**src/rtl/patsync_pkg.sv**
```systemverilog
package patsync_pkg;

    typedef enum logic {
        RX_IDLE = 1'b0,
        RX_RUN  = 1'b1
    } rx_state_e;

    typedef enum logic {
        START_CONT    = 1'b0,
        START_PATTERN = 1'b1
    } start_mode_e;

endpackage

```
**src/rtl/patsync_window.sv**
```systemverilog
module patsync_window #(
    parameter  int PAT_W  = 16,
    localparam int SLEN_W = $clog2(PAT_W),
    localparam int FILL_W = $clog2(PAT_W + 1)
) (
    input  logic                  clk,
    input  logic                  rst_n,
    input  logic                  clr,
    input  logic                  shift,
    input  logic                  bit_i,
    input  logic [SLEN_W-1:0]     len,
    input  logic [1:0][PAT_W-1:0] pats,
    output logic [1:0]            hits
);

    logic [PAT_W-1:0]  win_q,  win_d;
    logic [FILL_W-1:0] fill_q, fill_d;
    logic [PAT_W-1:0]  mask;
    logic              full;

    always_comb begin
        win_d  = win_q;
        fill_d = fill_q;
        if (clr) begin
            win_d  = '0;
            fill_d = '0;
        end else if (shift) begin
            win_d = {win_q[PAT_W-2:0], bit_i};
            if (fill_q != FILL_W'(PAT_W)) fill_d = fill_q + 1'b1;
        end
        for (int i = 0; i < PAT_W; i++) mask[i] = (i <= int'(len));
        full = (fill_d > FILL_W'(len));
    end

    for (genvar g = 0; g < 2; g++) begin : g_cmp
        assign hits[g] = shift && !clr && full &&
                         (((win_d ^ pats[g]) & mask) == '0);
    end

    always_ff @(posedge clk or negedge rst_n) begin
        if (!rst_n) begin
            win_q  <= '0;
            fill_q <= '0;
        end else begin
            win_q  <= win_d;
            fill_q <= fill_d;
        end
    end

endmodule

```
**src/rtl/patsync_insert.sv**
```systemverilog
module patsync_insert #(
    parameter  int DATA_W = 32,
    localparam int LEN_W  = $clog2(DATA_W)
) (
    input  logic [DATA_W-1:0] base,
    input  logic              bit_i,
    input  logic [LEN_W-1:0]  pos,
    input  logic              msb_first,
    output logic [DATA_W-1:0] word_o
);

    always_comb begin
        if (msb_first) begin
            word_o = {base[DATA_W-2:0], bit_i};
        end else begin
            word_o = base;
            word_o[pos] = bit_i;
        end
    end

endmodule

```
**src/rtl/patsync_rx.sv**
```systemverilog
module patsync_rx
    import patsync_pkg::*;
#(
    parameter  int DATA_W = 32,
    parameter  int PAT_W  = 16,
    parameter  int DLY_W  = 8,
    parameter  int WCNT_W = 4,
    localparam int LEN_W  = $clog2(DATA_W),
    localparam int SLEN_W = $clog2(PAT_W)
) (
    input  logic              clk,
    input  logic              rst_n,
    input  logic              en,
    input  logic              bit_en,
    input  logic              sdi,
    input  logic [PAT_W-1:0]  cmp0_pat,
    input  logic [PAT_W-1:0]  cmp1_pat,
    input  logic [SLEN_W-1:0] sync_len,
    input  logic [DLY_W-1:0]  start_dly,
    input  logic [LEN_W-1:0]  word_len,
    input  logic [WCNT_W-1:0] word_cnt,
    input  logic              msb_first,
    input  logic              stop_mode,
    input  logic              start_mode,
    input  logic              rd_status,
    input  logic              rd_data,
    output logic [DATA_W-1:0] hold_word,
    output logic [PAT_W-1:0]  sync_word,
    output logic              ready,
    output logic              overrun,
    output logic              cmp0_flag,
    output logic              cmp1_flag
);

    typedef struct packed {
        rx_state_e           st;
        logic [DLY_W-1:0]    dly;
        logic [SLEN_W:0]     scnt;
        logic [LEN_W-1:0]    bcnt;
        logic [WCNT_W-1:0]   widx;
        logic [DATA_W-1:0]   acc;
        logic [DATA_W-1:0]   hold;
        logic [PAT_W-1:0]    sync;
        logic                rdy;
        logic                ovr;
        logic                c0;
        logic                c1;
    } rx_regs_t;

    rx_regs_t          r_q, r_d;
    logic [1:0]        hits;
    logic [DATA_W-1:0] packed_word;
    logic [DATA_W-1:0] base_word;
    logic [SLEN_W:0]   sync_bits;
    logic              pattern_mode;
    logic              word_load;
    logic              frame_end;
    logic              start_go;
    logic              clr_cnt;
    logic              running;

    assign pattern_mode = (start_mode_e'(start_mode) == START_PATTERN);
    assign sync_bits    = {1'b0, sync_len} + 1'b1;
    assign base_word    = (r_q.bcnt == '0) ? '0 : r_q.acc;
    assign running      = (r_q.st == RX_RUN);

    patsync_window #(.PAT_W(PAT_W)) u_window (
        .clk   (clk),
        .rst_n (rst_n),
        .clr   (!en),
        .shift (bit_en && en),
        .bit_i (sdi),
        .len   (sync_len),
        .pats  ({cmp1_pat, cmp0_pat}),
        .hits  (hits)
    );

    patsync_insert #(.DATA_W(DATA_W)) u_insert (
        .base      (base_word),
        .bit_i     (sdi),
        .pos       (r_q.bcnt),
        .msb_first (msb_first),
        .word_o    (packed_word)
    );

    always_comb begin
        r_d       = r_q;
        word_load = 1'b0;
        frame_end = 1'b0;
        start_go  = 1'b0;
        clr_cnt   = 1'b0;

        // host reads clear first; same-cycle events below win
        if (rd_data) r_d.rdy = 1'b0;
        if (rd_status) begin
            r_d.ovr = 1'b0;
            r_d.c0  = 1'b0;
            r_d.c1  = 1'b0;
        end

        if (!en) begin
            r_d.st  = RX_IDLE;
            clr_cnt = 1'b1;
        end else if (r_q.st == RX_IDLE) begin
            if (!pattern_mode) begin
                start_go = 1'b1;
            end else if (bit_en && hits[0]) begin
                start_go = 1'b1;
                r_d.c0   = 1'b1;
            end
        end else if (bit_en) begin
            if (pattern_mode && stop_mode && hits[1]) begin
                r_d.c1  = 1'b1;
                r_d.st  = RX_IDLE;
                clr_cnt = 1'b1;
            end else begin
                if (r_q.scnt < sync_bits) begin
                    r_d.sync = (r_q.scnt == '0) ? {{(PAT_W-1){1'b0}}, sdi}
                                                : {r_q.sync[PAT_W-2:0], sdi};
                    r_d.scnt = r_q.scnt + 1'b1;
                end
                if (r_q.dly < start_dly) begin
                    r_d.dly = r_q.dly + 1'b1;
                end else begin
                    r_d.acc = packed_word;
                    if (r_q.bcnt == word_len) begin
                        word_load = 1'b1;
                        r_d.bcnt  = '0;
                        if (r_q.widx == word_cnt) frame_end = 1'b1;
                        else                      r_d.widx  = r_q.widx + 1'b1;
                    end else begin
                        r_d.bcnt = r_q.bcnt + 1'b1;
                    end
                end
            end
        end

        if (start_go || frame_end) clr_cnt = 1'b1;
        if (start_go) r_d.st = RX_RUN;
        if (frame_end && pattern_mode && !stop_mode) r_d.st = RX_IDLE;

        if (clr_cnt) begin
            r_d.dly  = '0;
            r_d.scnt = '0;
            r_d.bcnt = '0;
            r_d.widx = '0;
        end

        if (word_load) begin
            r_d.hold = packed_word;
            r_d.rdy  = 1'b1;
            if (r_q.rdy && !rd_data) r_d.ovr = 1'b1;
        end
    end

    always_ff @(posedge clk or negedge rst_n) begin
        if (!rst_n) r_q <= '0;
        else        r_q <= r_d;
    end

    assign hold_word = r_q.hold;
    assign sync_word = r_q.sync;
    assign ready     = r_q.rdy;
    assign overrun   = r_q.ovr;
    assign cmp0_flag = r_q.c0;
    assign cmp1_flag = r_q.c1;

endmodule

```
**config.mk**
```make
export PLATFORM = sky130hd
export DESIGN_NAME = patsync_rx
export DESIGN_NICKNAME = d
export VERILOG_FILES = /design/src/rtl/patsync_pkg.sv /design/src/rtl/patsync_window.sv /design/src/rtl/patsync_insert.sv /design/src/rtl/patsync_rx.sv
export SDC_FILE = /design/constraint.sdc
export NUM_CORES = 1
export LEC_CHECK = 0
export ABC_AREA = 1
export CAP_MARGIN = 20
export CORE_UTILIZATION = 54
export CTS_BUF_LIST = sky130_fd_sc_hd__clkbuf_16
export CTS_CLUSTER_DIAMETER = 40
export CTS_CLUSTER_SIZE = 40
export DETAILED_ROUTE_END_ITERATION = 12
export DONT_BUFFER_PORTS = 1
export PLACE_DENSITY_LB_ADDON = 0.1
export SYNTH_ARGS = -nofsm -noshare
export SYNTH_HDL_FRONTEND = slang
export SYNTH_SLANG_ARGS = --single-unit
```
**constraint.sdc**
```tcl
create_clock -name clk -period 3.39 [get_ports clk]
set_input_delay 0.339 -clock clk [delete_from_list [all_inputs] [get_ports clk]]
set_output_delay 0.339 -clock clk [all_outputs]
set_load 0.02 [all_outputs]
```
==> results.md, run 1 <==
- Synthesized net count: 1268
- Number of global-route vias before repair: 6691
- Mean Syn Cell Area: 7.166 sq um
- P_leak: 4.666 nW
- DIE AREA: 16120 sq um
- Worst-margin pin slew: 833.9 ps
- Critical Path AT: 3360 ps
- RSZ-0062 raised after global routing: false
- Area grow syn2layout: 4.925%
- Final Hold Viols: 0
- Minimum clock period: 3052 ps
- Global placer's final weighted congestion: 0.8614
- PD cells: 427.9 nW/um^2
- Placed Instance Area: 8145 sq um
- Gr usage total: 0.2544
- Mapped Area: 8434 sq um
- CTS sink count: 128
- Fmax: 0.3277 GHz
- Vias per cell: 5.431
- Synth cell types: 41
- Post-placement setup slack: 172.3 ps
- Status: completed
- Setup bufs post-CTS: 0
- Maximum clock path buffer count: 2
- Post-synthesis cell count: 1177
- Die Span X: 127.0 um
- Routed WL per cell: 14.97 um
- Max_cap viols: 0
- Max VDD drop: 0.0003153 V
- Finished Cell Area: 8850 sq um
- Final ANT Viol Nets: 0
- Drt pass-1 iters: 5
- Crit end category: register
- Largest cells by area after synthesis: dfrtp_1 (38%), nand2_1 (13%), inv_1 (7.9%)
- GR Overflow Total: 0
- DRC viols: 0
- Max_slew headroom: 0.4406
- Root buffer cell: clkbuf_16
- Net count, final: 1201
- Total Neg Setup Slack: 0 ps
- CTS buffer count: 17
- CTS tree: yes
- YS warnings: 0
- Crit share post-route: 0.9002
- Initial core utilization: 0.5548
- Clk pin slew, worst setup/hold paths: 60 ps
- Dpl hpwl: 13270 um
- First-pass GRT wire length: 33000 um
- Largest area contributor in the netlist: dfrtp_1
- Final setup violation count: 0
- Share of the synthesized area in the top cell type: 0.3798
- I/O pin count: 115
- # rows: 45
- Initial antenna violation count: 0
- Die height: 127.0 um
- Core area: 15200 sq um
- Setup slack, reg-to-reg: 340 ps
- ANT cells: 0
- DR iter-0 viols: 559
- Post-synthesis sequential area ratio: 0.3798
- Worst setup SP type: register
- CP max FO: 28
- Pin count of the biggest net entering global routing: 129
- Buffers on Ports: 0
- Final setup margin: 338.5 ps
- CP required: 3700 ps
- Final wirelength: 19630 um
- Clk_lat worst skew: 420 ps
- Power consumption: 0.003787 W
- H-tree Lvls: 4
- Post-Route Skew: 5.431 ps
- Crit Path Category: register to register
- Share of layout cells above drive strength 1: 0.06411
- #FFs+latches synth: 128
- HP Class: input pin to register
- Vias: 7120
- Max Slew Vio Count: 0
==> worst max-delay path, cell delays in order (launching register included) <==
cell	delay, ps
dfrtp_1	370
inv_1	120
ha_1	160
nand4_1	130
a21oi_1	190
a211oi_2	60
ha_1	330
a21oi_1	150
a21boi_0	90
o21ai_0	160
nand2_1	70
nand2_1	100
inv_2	50
nand2_2	110
buf_8	210
nand3_4	100
nor2_4	330
nand2_1	100
o21a_1	120
==> flip-flops by register name, summed over array words and instances (netlist names) <==
signal,count
cmp0_flag,1
cmp1_flag,1
hold_word,32
overrun,1
r_q,54
ready,1
running,1
sync_word,16
u_window.fill_q,5
u_window.win_q,16
==> kinds of logic (layout without fill, tap and decap cells) <==
kind of cell | count (synthesis) | in the layout | synth area share
buffers and inverters | 284 | 230 | 0.1549
AOI/OAI and AO/OA | 180 | 180 | 0.1219
xor gates and xnor gates | 27 | 27 | 0.02804
adders and majority gates | 28 | 28 | 0.04154
DFF | 128 | 128 | 0.3798
and+or+nand+nor | 530 | 530 | 0.2738
==> area by class of cell <==
class / instances / area (sq um)
clock inverter: 15 / 201.4
sequential: 128 / 3203
tap: 188 / 235.2
timing repair buffer: 11 / 125.1
clock buffer: 17 / 425.4
inverter: 187 / 704.4
multi-input combinational: 765 / 3955
fill: 1477 / 6352
==> cells in the mapped netlist <==
library cell,number
nor2_1,71
xor2_1,21
a21boi_0,1
nand4_1,34
buf_2,18
buf_6,3
ha_1,28
nand2_2,5
o22ai_1,5
xnor2_1,6
nand3_1,88
nor2_4,1
o21a_1,1
o2111ai_1,1
clkinv_1,2
and2_1,1
nor3b_1,1
nand2_1,303
inv_2,8
a2111oi_2,1
or2_2,8
nand3b_1,4
o21ai_1,27
o31ai_1,1
o211ai_1,1
a32oi_1,24
buf_4,52
a21oi_1,12
buf_1,6
nor2_2,2
nor4_1,1
nand3_4,1
a211oi_1,3
o21ai_0,103
nand4_2,1
inv_1,177
nor4_2,1
clkbuf_1,18
dfrtp_1,128
nand3_2,3
nor3_1,5
==> placed cells by master (no fill, tap or decap), types with 2 or more instances in the layout <==
| cell type | instances |
|---|---|
| a21oi_1 | 12 |
| nor2_1 | 70 |
| buf_4 | 7 |
| nand3_2 | 2 |
| or2_2 | 8 |
| dfrtp_1 | 128 |
| nand2_2 | 5 |
| o22ai_1 | 5 |
| nand4_1 | 34 |
| o21ai_0 | 103 |
| nand3_1 | 88 |
| ha_1 | 28 |
| xor2_1 | 21 |
| bufinv_16 | 5 |
| nand3b_1 | 4 |
| clkbuf_16 | 17 |
| clkinv_1 | 3 |
| inv_2 | 7 |
| inv_1 | 180 |
| nand2_1 | 303 |
| a211oi_2 | 2 |
| nor3_1 | 5 |
| nor2_4 | 3 |
| nand3_4 | 2 |
| xnor2_1 | 6 |
| clkinv_2 | 4 |
| a32oi_1 | 24 |
| o21ai_1 | 27 |
==> report_power, final <==
part | internal (W) | switching (W) | leakage [nW] | total [W]
Sequential | 0.00155 | 0.0000190 | 1.75 | 0.00157
Clock | 0.00129 | 0.000680 | 0.318 | 0.00197
Combinational | 0.0000784 | 0.000174 | 2.60 | 0.000252
Total | 0.00291 | 0.000872 | 4.67 | 0.00379
==> metrics by stage <==
stage | instances | util | hold slack [ps]
after floorplan | 1177 | - | 43.41
after global placement | 1277 | 0.5358 | 48.44
after detailed placement | 1277 | 0.5358 | 48.39
after CTS | 1311 | 0.5795 | 54.14
after global routing | 1311 | 0.5821 | 64.69
final | 1311 | 0.5821 | 77.42
==> final timing paths <==
check	to	cells past startpoint	from
worst min register to register	r_q[52]	2	r_q[52]
worst min-delay path	u_window.win_q[1]	2	en
min in group asynchronous	r_q[102]	2	rst_n
worst max-delay path	sync_word[0]	18	u_window.fill_q[0]
worst max register to register	sync_word[0]	18	u_window.fill_q[0]
max in group asynchronous	r_q[91]	2	rst_n
==> metal layers <==
layer / vias up / share of wire / global-route usage
met3: 21 / 0.077 / 0.07454
met4: 0 / 0.011 / 0.06583
met1: 3256 / 0.49 / 0.3680
met2: 234 / 0.42 / 0.3720
li1: 3609 / - / -
met5: - / 0 / 0
==> repair_timing <==
action,CTS,global route
setup endpoints to repair,0,68
resized for setup,0,10
endpoints found under the hold margin,128,0
hold buffers,2,0
Note: power is estimated with default switching activity, not from simulation.
==> inputs of run 2 (changes only) <==
--- a/config.mk
+++ b/config.mk
@@ -7,7 +7,9 @@
 export LEC_CHECK = 0
 export ABC_AREA = 1
 export CAP_MARGIN = 20
-export CORE_UTILIZATION = 54
+export CELL_PAD_IN_SITES_DETAIL_PLACEMENT = 1
+export CELL_PAD_IN_SITES_GLOBAL_PLACEMENT = 1
+export CORE_UTILIZATION = 47
 export CTS_BUF_LIST = sky130_fd_sc_hd__clkbuf_16
 export CTS_CLUSTER_DIAMETER = 40
 export CTS_CLUSTER_SIZE = 40
==> results.md, run 2 (synthesis gave the netlist of run 1 again) <==
- Hold WS: 58.81 ps
- Critical path buffers and inverters: 5
- Crit-path leading delay family: compound AO/OA/AOI/OAI gates
- Routed WL per cell: 16.91 um
- Vias per cell: 5.386
- DIE AREA: 18490 sq um
- Power consumption: 0.003616 W
- Worst setup SP type: register
- Core area: 17420 sq um
- CP required: 3710 ps
- Max_cap viols: 0
- First-pass GRT wire length: 37830 um
- Final wirelength: 22870 um
- Final setup violation count: 0
- Drt pass-1 iters: 4
- Max VDD drop: 0.0003311 V
- Die height: 136.0 um
- Top reg by flops: r_q
- Most numerous cell on the critical path: nand2_1
- GR Overflow Total: 0
- Crit share post-route: 0.8975
- Fmax: 0.3287 GHz
- Area grow syn2layout: 4.970%
- CTS sink count: 128
- Commonest non-fill, non-tap cell in the layout: nand2_1
- Min-Delay Startpoint: en
- Critical path's slowest cell: dfrtp_1
- Final Hold Viols: 0
- Pin count of the biggest net entering global routing: 129
- Maximum clock path buffer count: 2
- Gr usage total: 0.2604
- Post-Route Skew: 7.990 ps
- Root buffer cell: clkbuf_16
- Vias: 7287
- Buffers on Ports: 0
- HP Class: input pin to register
- P_leak: 4.635 nW
- # rows: 48
- Worst-margin pin slew: 819.7 ps
- Max reg flops: 54
- Crit end category: register
- Status: completed
- DR iter-0 viols: 471
- Max Slew Vio Count: 0
- Crit-path cells: inv_1 > ha_1 > nand4_1 > a21oi_1 > a211oi_2 > ha_1 > a21oi_1 > a21boi_0 > o21ai_0 > nand2_1 > nand2_1 > inv_2 > nand2_2 > nand3_2 > inv_2 > buf_12 > nand2_1 > o21ai_0 > inv_1
- Initial core utilization: 0.4843
- Crit. Startpoint: u_window.fill_q[0]
- Max stage delay on crit path: 380 ps
- Fillers: 2262
- Clk_lat worst skew: 430 ps
- Initial antenna violation count: 0
- Max_slew headroom: 0.4502
- Number of global-route vias before repair: 7474
- Final core area utilization: 0.5083
- ANT cells: 0
- I/O pin count: 115
- CTS tree: yes
- CTS buffer count: 17
- Most frequent cells in the layout: nand2_1 (303), inv_1 (177), dfrtp_1 (128), o21ai_0 (103), nand3_1 (88)
- RSZ-0062 raised after global routing: false
- CP max FO: 24
- Total Neg Setup Slack: 0 ps
- H-tree Lvls: 4
- Worst r2r src: u_window.fill_q[0]
- Critical Path AT: 3360 ps
- Die Span X: 136.0 um
- Share of layout cells above drive strength 1: 0.07004
- Minimum clock period: 3042 ps
- Global placer's final weighted congestion: 0.7808
- Final ANT Viol Nets: 0
- Net count, final: 1206
- PD cells: 408.4 nW/um^2
- Clk pin slew, worst setup/hold paths: 60 ps
- DRC viols: 0
- Crit Path Category: register to register
- Dpl hpwl: 15770 um
==> run 2: cell types whose count changed in the layout (fill, tap and decap cells not counted), sizes merged <==
cell,delta
clkinvlp,+3
bufinv,-4
buf,+5
inv,+1
==> run 2: power breakdown <==
| group | switching (W) | internal (W) |
|---|---|---|
| registers | 0.0000204 | 0.00155 |
| logic | 0.000180 | 0.0000780 |
| clock network | 0.000775 | 0.00102 |
==> run 2: final cells by class <==
cell class                 instances  area [sq um]  area share
clock buffer                      17         425.4     0.04805
clock inverter                    15         136.4     0.01540
inverter                         187         706.9     0.07985
multi-input combinational        765          3933      0.4442
sequential                       128          3203      0.3618
tap                              225         281.5     0.03180
timing repair buffer              16         167.7     0.01894
==> run 2: metrics by stage <==
step | area [sq um] | worst slack [ps] | instances
global route | 8853 | 51.01 | 1353
CTS | 8841 | 203.3 | 1353
detailed placement | 8242 | 214.9 | 1319
finish | 8853 | 347.5 | 1353
floorplan | 8434 | 752.2 | 1177
global placement | 8242 | 377.9 | 1319
==> run 2: path summary, 6_finish.rpt <==
kind                                       to  slack, ps  cells past startpoint
max                             hold_word[13]        350                     19
min                        u_window.fill_q[0]         60                      2
max reg2reg                     hold_word[13]        350                     19
min reg2reg                           r_q[52]        500                      2
max in group asynchronous             r_q[61]       2300                      2
min in group asynchronous            r_q[101]        510                      2
==> run 2: metal layers <==
layer  GRT usage  vias to the layer above  part of all wire
met5           0                        -                 0
met4     0.07037                        0             0.012
met3     0.05406                       19             0.051
met2      0.4022                      150              0.45
met1      0.3675                     3510              0.49
li1            -                     3608                 -
==> run 2: what timing repair did <==
item                                   in CTS  in global routing
resized for setup                           0                  5
endpoints found under the hold margin     128                  0
buffers inserted                            0                  0
hold buffers                                2                  0
setup endpoints to repair                   0                 32
==> inputs of run 3 (changes only) <==
==> constraint.sdc (replaced) <==
create_clock -name clk -period 3.39 [get_ports clk]
set_input_delay 0.5085 -clock clk [delete_from_list [all_inputs] [get_ports clk]]
set_output_delay 0.5085 -clock clk [all_outputs]
set_load 0.02 [all_outputs]
==> results.md, run 3 (synthesis gave the netlist of run 1 again) <==
- Status: finished, violations left
- Failing checks: hold timing
- CTS buffer count: 17
- DIE AREA: 18490 sq um
- Die height: 136.0 um
- P_leak: 4.652 nW
- # rows: 48
- Met2 Usage GRT: 0.3988
- Area grow syn2layout: 4.851%
- Critical path's slowest cell: dfrtp_1
- Switching Fraction: 0.2563
- Crit Path Category: register to register
- Net count, final: 1209
- GR Overflow Total: 0
- Met3 usage: 0.06264
- Gr busiest metal: met2
- Final ANT Viol Nets: 0
- Clock share of power: 0.495
- Pin count of the biggest net entering global routing: 129
- PD cells: 401.5 nW/um^2
- Fillers: 2271
- CP required: 3700 ps
- Max stage delay on crit path: 380 ps
- Max VDD drop: 0.0003123 V
- Final Hold Viols: 128
- Buffers on Ports: 0
- Global placer's final weighted congestion: 0.7924
- Crit end category: register
- Critical Path AT: 3330 ps
- I/O pin count: 115
- Cell Int Power: 0.002641 W
- Vias per cell: 5.438
- Crit-path cells: ha_1 > xor2_1 > a21oi_1 > a211oi_1 > ha_1 > a21oi_1 > a21boi_0 > o21ai_0 > nand2_1 > nand2_1 > inv_2 > nand2_2 > buf_4 > nand3_4 > nor2_4 > nand2_1 > o21a_1
- Power consumption: 0.003551 W
- Max_slew headroom: 0.4594
- Final wirelength: 22370 um
- Clk_lat worst skew: 420 ps
- Flop pwr share: 0.441
- Number of global-route vias before repair: 7585
- Routing usage on met1: 0.3490
- Top reg by flops: r_q
- DR iter-0 viols: 450
- Setup slack, reg-to-reg: 370 ps
- RSZ-0062 raised after global routing: false
- H-tree Lvls: 4
- Dpl hpwl: 15870 um
- Commonest non-fill, non-tap cell in the layout: nand2_1
- First-pass GRT wire length: 37460 um
- Die Span X: 136.0 um
- Fmax: 0.3312 GHz
- Max_cap viols: 0
- Core area: 17420 sq um
- DRC viols: 0
- Drt pass-1 iters: 5
- ANT cells: 0
- CP max FO: 17
- CTS tree: yes
- Share of layout cells above drive strength 1: 0.07162
- Initial antenna violation count: 0
- Root buffer cell: clkbuf_16
- Worst-margin pin slew: 806.0 ps
- HP Class: input pin to asynchronous set/reset pin
- Post-Route Skew: 11.17 ps
- Comb pwr share: 0.064
- Worst setup SP type: register
- Total Neg Setup Slack: 0 ps
- Final setup violation count: 0
- R2R cell count: 17
- Gr usage total: 0.2551
- Hold WS: -216.0 ps
- Sw Pwr: 0.0009100 W
- Sequential cell area: 3203 sq um
- Vias: 7374
- RR Endpoint: sync_word[0]
- Final setup margin: 370.8 ps
- Routed WL per cell: 16.50 um
- Post-placement setup slack: 260.6 ps
- Worst r2r src: u_window.fill_q[0]
- Most frequent cells in the layout: nand2_1 (303), inv_1 (177), dfrtp_1 (128), o21ai_0 (103), nand3_1 (88)
- Area of the multi-input gates: 3925 sq um
- Max Slew Vio Count: 0
- Initial core utilization: 0.4843
- Most numerous cell on the critical path: nand2_1
- Crit share post-route: 0.8906
- Clk pin slew, worst setup/hold paths: 60 ps
- CTS sink count: 128
- Maximum clock path buffer count: 2
- Minimum clock period: 3019 ps
- Max reg flops: 54
-- run 3: power groups by stage --
stage               registers [W]  clock network [W]  logic [W]
floorplan                 0.00158                  0   0.000196
global placement          0.00159                  0   0.000219
detailed placement        0.00159                  0   0.000226
CTS                       0.00157            0.00179   0.000228
global route              0.00157            0.00186   0.000260
finish                    0.00157            0.00176   0.000226
-- run 3: through the flow --
step	cell area [sq um]	instances	hold WS (ps)	util
2_1_floorplan	8434	1177	212.9	-
4_1_cts	8841	1356	-228.7	0.5076
3_3_place_gp	8279	1324	218.9	0.4754
5_1_grt	8843	1356	-231.2	0.5078
6_report	8843	1356	-216.0	0.5078
3_5_place_dp	8279	1324	219.6	0.4754
-- run 3: worst max path at each step --
stage | from | endpoint | slack [ps] | depth (start not counted)
after floorplan | en | hold_word[26] | 700 | 18
after global placement | u_window.fill_q[0] | sync_word[0] | 430 | 17
after detailed placement | u_window.fill_q[0] | r_q[81] | 260 | 17
after CTS | u_window.fill_q[0] | r_q[63] | 250 | 19
after global routing | u_window.fill_q[0] | sync_word[0] | 90 | 18
final | u_window.fill_q[0] | sync_word[0] | 370 | 17
-- run 3: repair_timing --
action / CTS / global route
gates resized for setup: 0 / 2
endpoints found under the setup margin: 0 / 26
hold endpoints to repair: 128 / 128
buffers inserted: 0 / 0
-- run 3: worst max-delay path, delay by kind of cell (launching register included) --
family	cells	cell delay, ps
buffers and inverters	2	260
AO/OA/AOI/OAI	6	820
AND/OR/NAND/NOR	6	760
XOR/XNOR	1	140
flip-flops	1	380
adder cells (fa/ha/maj)	2	540
-- run 3: area by class of cell --
class | instances | area share
clock buffer | 17 | 0.04810
clock inverter | 15 | 0.01542
inverter | 187 | 0.07965
multi-input combinational | 765 | 0.4438
sequential | 128 | 0.3622
tap | 225 | 0.03183
timing repair buffer | 19 | 0.01896
-- run 3: metal layers --
layer | vias up | wire length, um
met5 | - | 0
met4 | 0 | 368
met3 | 30 | 1330
met2 | 188 | 10030
met1 | 3553 | 10640
li1 | 3603 | -
